==> src/rtl/rcw_pkg.sv <==
package rcw_pkg;
  parameter int unsigned CFG_W = 32;
  typedef logic [CFG_W-1:0] cfg_word_t;
  localparam cfg_word_t CFG_DEFAULT = '0;
endpackage

==> src/rtl/rcw_sync.sv <==
module rcw_sync #(
  parameter int unsigned W       = 1,
  parameter int unsigned STAGES  = 2,
  parameter logic [W-1:0] RST_VAL = '0
) (
  input  logic         clk_i,
  input  logic         rst_ni,
  input  logic [W-1:0] d_i,
  output logic [W-1:0] q_o
);
  logic [W-1:0] stg [STAGES];

  always_ff @(posedge clk_i or negedge rst_ni) begin
    if (!rst_ni) begin
      for (int i = 0; i < int'(STAGES); i++) stg[i] <= RST_VAL;
    end else begin
      stg[0] <= d_i;
      for (int i = 1; i < int'(STAGES); i++) stg[i] <= stg[i-1];
    end
  end

  assign q_o = stg[STAGES-1];
endmodule

==> src/rtl/rcw_timer.sv <==
module rcw_timer #(
  parameter int unsigned PERIOD = 9,
  parameter int unsigned SETTLE = 15
) (
  input  logic clk_i,
  input  logic rst_ni,
  input  logic active_i,
  input  logic restart_i,
  output logic tick_o,
  output logic settled_o
);
  localparam int unsigned PH_W = (PERIOD > 1) ? $clog2(PERIOD) : 1;
  localparam int unsigned ST_W = $clog2(SETTLE + 1);
  localparam logic [PH_W-1:0] PH_LAST = PH_W'(PERIOD - 1);
  localparam logic [ST_W-1:0] ST_MAX  = ST_W'(SETTLE);

  logic [PH_W-1:0] ph_q;
  logic [ST_W-1:0] st_q;

  always_ff @(posedge clk_i or negedge rst_ni) begin
    if (!rst_ni) begin
      ph_q <= '0;
      st_q <= '0;
    end else if (restart_i) begin
      ph_q <= '0;
      st_q <= '0;
    end else if (active_i) begin
      ph_q <= (ph_q == PH_LAST) ? '0 : ph_q + 1'b1;
      if (st_q != ST_MAX) st_q <= st_q + 1'b1;
    end
  end

  assign tick_o    = active_i && !restart_i && (ph_q == PH_LAST);
  assign settled_o = (st_q == ST_MAX);
endmodule

==> src/rtl/rcw_capture.sv <==
module rcw_capture
  import rcw_pkg::*;
(
  input  logic      clk_i,
  input  logic      rst_ni,
  input  logic      restart_i,
  input  logic      rel_i,
  input  logic      tick_i,
  input  logic      settled_i,
  input  logic      strobe_ni,
  input  cfg_word_t data_i,
  output cfg_word_t word_o,
  output logic      valid_o
);
  always_ff @(posedge clk_i or negedge rst_ni) begin
    if (!rst_ni) begin
      word_o  <= CFG_DEFAULT;
      valid_o <= 1'b0;
    end else if (restart_i) begin
      word_o  <= CFG_DEFAULT;
      valid_o <= 1'b0;
    end else if (tick_i && settled_i) begin
      word_o <= strobe_ni ? CFG_DEFAULT : data_i;
    end else if (rel_i) begin
      valid_o <= 1'b1;
    end
  end
endmodule

==> src/rtl/rcw_sampler.sv <==
module rcw_sampler
  import rcw_pkg::*;
#(
  parameter int unsigned SAMPLE_PERIOD = 9,
  parameter int unsigned SETTLE_CYCLES = 15,
  parameter int unsigned SYNC_STAGES   = 2
) (
  input  logic             clk_i,
  input  logic             rst_ni,
  input  logic             hreset_ni,
  input  logic             cfg_strobe_ni,
  input  logic [CFG_W-1:0] data_i,
  output logic [CFG_W-1:0] cfg_word_o,
  output logic             cfg_valid_o
);
  logic      hr_s, strobe_s;
  cfg_word_t data_s;
  logic      hr_act, prev_act, restart, rel_ev, tick, settled;

  // reset value 0: power-on reset implies hard reset
  rcw_sync #(.W(1), .STAGES(SYNC_STAGES), .RST_VAL(1'b0)) u_sync_hr (
    .clk_i, .rst_ni, .d_i(hreset_ni), .q_o(hr_s));
  rcw_sync #(.W(1), .STAGES(SYNC_STAGES), .RST_VAL(1'b1)) u_sync_st (
    .clk_i, .rst_ni, .d_i(cfg_strobe_ni), .q_o(strobe_s));
  rcw_sync #(.W(CFG_W), .STAGES(SYNC_STAGES), .RST_VAL(CFG_DEFAULT)) u_sync_d (
    .clk_i, .rst_ni, .d_i(data_i), .q_o(data_s));

  assign hr_act = !hr_s;

  always_ff @(posedge clk_i or negedge rst_ni) begin
    if (!rst_ni) prev_act <= 1'b1;
    else         prev_act <= hr_act;
  end

  assign restart = hr_act && !prev_act;
  assign rel_ev  = !hr_act && prev_act;

  rcw_timer #(.PERIOD(SAMPLE_PERIOD), .SETTLE(SETTLE_CYCLES)) u_timer (
    .clk_i, .rst_ni, .active_i(hr_act), .restart_i(restart),
    .tick_o(tick), .settled_o(settled));

  rcw_capture u_capture (
    .clk_i, .rst_ni, .restart_i(restart), .rel_i(rel_ev), .tick_i(tick),
    .settled_i(settled), .strobe_ni(strobe_s), .data_i(data_s),
    .word_o(cfg_word_o), .valid_o(cfg_valid_o));
endmodule

==> config.mk <==
export PLATFORM = sky130hd
export DESIGN_NAME = rcw_sampler
export DESIGN_NICKNAME = d
export VERILOG_FILES = /design/src/rtl/rcw_pkg.sv /design/src/rtl/rcw_sync.sv /design/src/rtl/rcw_timer.sv /design/src/rtl/rcw_capture.sv /design/src/rtl/rcw_sampler.sv
export SDC_FILE = /design/constraint.sdc
export NUM_CORES = 1
export LEC_CHECK = 0
export BUFFER_PORTS_ARGS = -buffer_cell sky130_fd_sc_hd__buf_2
export CORE_ASPECT_RATIO = 1.5
export CORE_MARGIN = 2
export CORE_UTILIZATION = 39
export CTS_CLUSTER_SIZE = 30
export DETAILED_ROUTE_END_ITERATION = 12
export SYNTH_ARGS = -nofsm -noshare
export SYNTH_HDL_FRONTEND = slang
export SYNTH_SLANG_ARGS = --single-unit
==> constraint.sdc <==
create_clock -name clk_i -period 3.6 [get_ports clk_i]
set_input_delay 0.72 -clock clk_i [delete_from_list [all_inputs] [get_ports clk_i]]
set_output_delay 0.72 -clock clk_i [all_outputs]
set_load 0.005 [all_outputs]
==> results by group <==
Status
  • Outcome: complete, no violations

Global route
  • GR Layer Usage met3: 3.844%
  • Wire length of the first global-routing pass: 11.61 mm
  • Global-route met2 utilization: 22.19%
  • GR met1 Demand/Resource: 18.25%
  • Largest net degree at the start of global routing: 67
  • Remaining global-route overflow: 0
  • Global Route Usage Sum: 14.27%
  • GRT Max-Usage Layer: met2
  • Vias in the first global route: 2305
  • Initial antenna violation count: 0

STA
  • Sum of negative setup slack: 0 ns
  • Worst hold slack across all endpoints: 0.3459 ns
  • Final Hold Vio Count: 0
  • Worst relative slew slack: 44.07%
  • Slew @ Worst Pin: 0.8390 ns
  • Largest clock skew in the final design: 0.009094 ns
  • Final count of pins violating max slew: 0
  • Post-route fraction of the period consumed by the critical path: 56.33%
  • Clock period minus final worst setup slack: 2.028 ns
  • RSZ-0062 raised after global routing: no
  • Highest achievable clock rate: 493.1 MHz
  • Final setup violation count: 0

Clock tree
  • Clock insertion delay at the later pin of the skew report: 0.35 ns
  • Resized cells post-CTS: 0
  • Buffers inserted during post-CTS setup optimization: 0
  • Level count of the clock H-tree: 3
  • Clk buf depth: 2
  • Cell at the root of the clock tree: clkbuf_16
  • Count of hold buffers inserted by post-cts repair: 0
  • CTS Buf Count: 9
  • CTS sink cnt: 110
  • Clk slew on worst S/H paths: 0.07 ns
  • Clock tree from TritonCTS: done

Routing
  • Remaining antenna violation count after routing: 0
  • Via total after detailed routing: 2279
  • Vias per Instance: 4.998
  • First drt pass iteration count: 4
  • DRT Wirelength: 6.927 mm
  • Remaining routing DRC violations: 0
  • Iter 0 DRT Violations: 133
  • Post-DR wirelength/cell: 15.19 microns

Floorplanning
  • Total die area: 10560 sq um
  • Chip height: 124.9 microns
  • Initial core utilization: 39.66%
  • Placeable core region: 9579 sq um
  • Floorplan row count: 44
  • Die W: 84.58 microns
  • IO Pins: 69

Worst setup path
  • Setup crit end kind: register
  • Delay of the slowest cell on the worst path: 0.66 ns
  • Crit path buffers/inverters: 2
  • Critical Path AT: 2.25 ns
  • Family of cells with the greatest summed delay on the critical path: adder cells
  • Cell at the slowest stage of the critical path: ha_1
  • Startpoint-to-endpoint class of the critical path: register to register
  • WP data required: 3.82 ns
  • Startpoint type of the worst setup path: register
  • Cell chain of the critical path: inv_1 > ha_1 > buf_4 > nor3b_1 > nand3_1 > o21ai_2
  • Highest net fanout along the worst path: 24

Layout
  • Non-Filler Instances: 456
  • Final-layout fill cell count: 882
  • N_diodes: 0
  • Area of combinational cells with multiple inputs: 914.6 sq um
  • NumNets Final: 377
  • Final core occ: 47.27%
  • Fraction of layout instances using a drive strength above 1: 33.43%
  • Most common cell after layout, fill and taps aside: dfrtp_1
  • Flip-flop and latch area: 2756 sq um
  • Top library cells by usage in the layout, fill and taps aside: 107 x dfrtp_1, 67 x buf_2, 32 x nand2b_1
  • Area Growth Syn to Fin: 19.20%

Synthesis
  • Synthesized area per cell: 14.07 sq um
  • Cells after synthesis: 270
  • Combined area of all synthesized cells: 3799 sq um
  • Number of distinct standard cells referenced by the synthesized netlist: 30
  • Seq/Total Area, Yosys: 72.56%
  • Net Count, Synth: 311
  • Synth warnings: 0
  • Synthesis-stage register bit count: 110

Pwr
  • Worst-case vdd ir drop: 0.0002936 V
  • Leakage power total: 2.150 nW
  • Pwr/cell area: 542.8 nW/um^2

Placed design
  • Global placer's final weighted congestion: 0.7708
  • HPWL reported at the end of detailed placement: 4.316 mm
  • Count of buffers from port buffering: 68
  • Placed cell count: 440

Run
  • Max-cap violation count: 0

Hold path
  • Path category of the worst min-delay check: register to register
## through the flow
step | power, W | worst slack [ns] | instance area, sq um
3_3_place_gp | 0.001467 | 1.537 | 4222
2_1_floorplan | 0.001402 | 2.036 | 3799
5_1_grt | 0.002567 | 1.350 | 4528
4_1_cts | 0.002493 | 1.523 | 4528
3_5_place_dp | 0.001473 | 1.502 | 4222
6_report | 0.002458 | 1.572 | 4528
## cell type report
class                      count  share of cell area, %
sequential                   110                  60.87
timing repair buffer          74                  8.566
multi-input combinational    136                  20.20
tap                          115                  3.178
clock buffer                  11                  5.361
clock inverter                 5                  1.409
inverter                       5                 0.4145
## power by group
part	leakage, nW	internal, W	switching (W)	total, W
clock network	0.152	0.000568	0.000445	0.00101
logic	0.633	0.0000506	0.0000689	0.000120
registers	1.36	0.00129	0.0000320	0.00133
## worst reg2reg max path: cells and delay by family, from the launching register on
family / cells / cell delay, ns
and+or+nand+nor: 2 / 0.17
adders and majority gates: 1 / 0.66
DFF: 1 / 0.48
AOI/OAI and AO/OA: 1 / 0.06
buffers and inverters: 2 / 0.54
## layer usage
| layer | share of wire, % | vias up |
|---|---|---|
| li1 | - | 1074 |
| met1 | 43 | 1130 |
| met2 | 49 | 60 |
| met3 | 4.6 | 15 |
| met4 | 3.1 | 0 |
| met5 | 0 | - |
## Yosys cell counts, drive strengths merged
library cell	count	area, sq um
nand2b	32	200.2
buf	12	85.08
a31oi	2	12.51
o21ai	36	255.3
nor4b	1	8.760
mux2i	2	20.02
xnor2	1	8.760
and2	1	8.760
a21oi	5	25.02
a21boi	1	7.510
o21a	1	7.510
clkbuf	7	26.28
nand2	4	15.01
nor3b	1	7.510
nor4bb	1	10.01
dfrtp	107	2678
nor2b	1	6.260
nor3	1	5.000
and3	1	6.260
and4b	2	20.02
nand4	31	193.9
dfstp	3	78.83
o211ai	1	7.510
inv	5	18.77
nand3	1	5.000
ha	5	62.56
nor2	5	18.77
## sequential cells by signal (all words and copies together), names as in the netlist, 4 cells and up
name and cells:
u_sync_d.q_o 32, u_capture.word_o 32, u_timer.st_q 4, u_timer.ph_q 4
u_sync_d.stg 32
## path summary, 6_finish.rpt
kind | from | depth (start not counted) | slack, ns | end
min in group asynchronous | rst_ni | 1 | 0.47 | u_capture.word_o[11]$_DFFE_PN0P_
min reg2reg | u_sync_d.stg[41]$_DFF_PN0_ | 0 | 0.35 | u_sync_d.q_o[9]$_DFF_PN0_
max reg2reg | u_sync_hr.q_o$_DFF_PN0_ | 6 | 1.57 | u_capture.word_o[27]$_DFFE_PN0P_
max in group asynchronous | rst_ni | 2 | 2.32 | u_sync_d.stg[53]$_DFF_PN0_
max | u_sync_hr.q_o$_DFF_PN0_ | 6 | 1.57 | u_capture.word_o[27]$_DFFE_PN0P_
min | u_sync_d.stg[41]$_DFF_PN0_ | 0 | 0.35 | u_sync_d.q_o[9]$_DFF_PN0_
## kinds of logic (layout without fill, tap and decap cells)
group,count (synthesis),count (layout),share of synthesized area (%)
DFF,110,110,72.56
and+or+nand+nor,82,82,13.31
AOI/OAI and AO/OA,46,46,8.301
buffers and inverters,24,95,3.426
adders and majority gates,5,5,1.647
muxes,2,2,0.5270
xor gates and xnor gates,1,1,0.2306
Power figures use the tool's default switching activity.
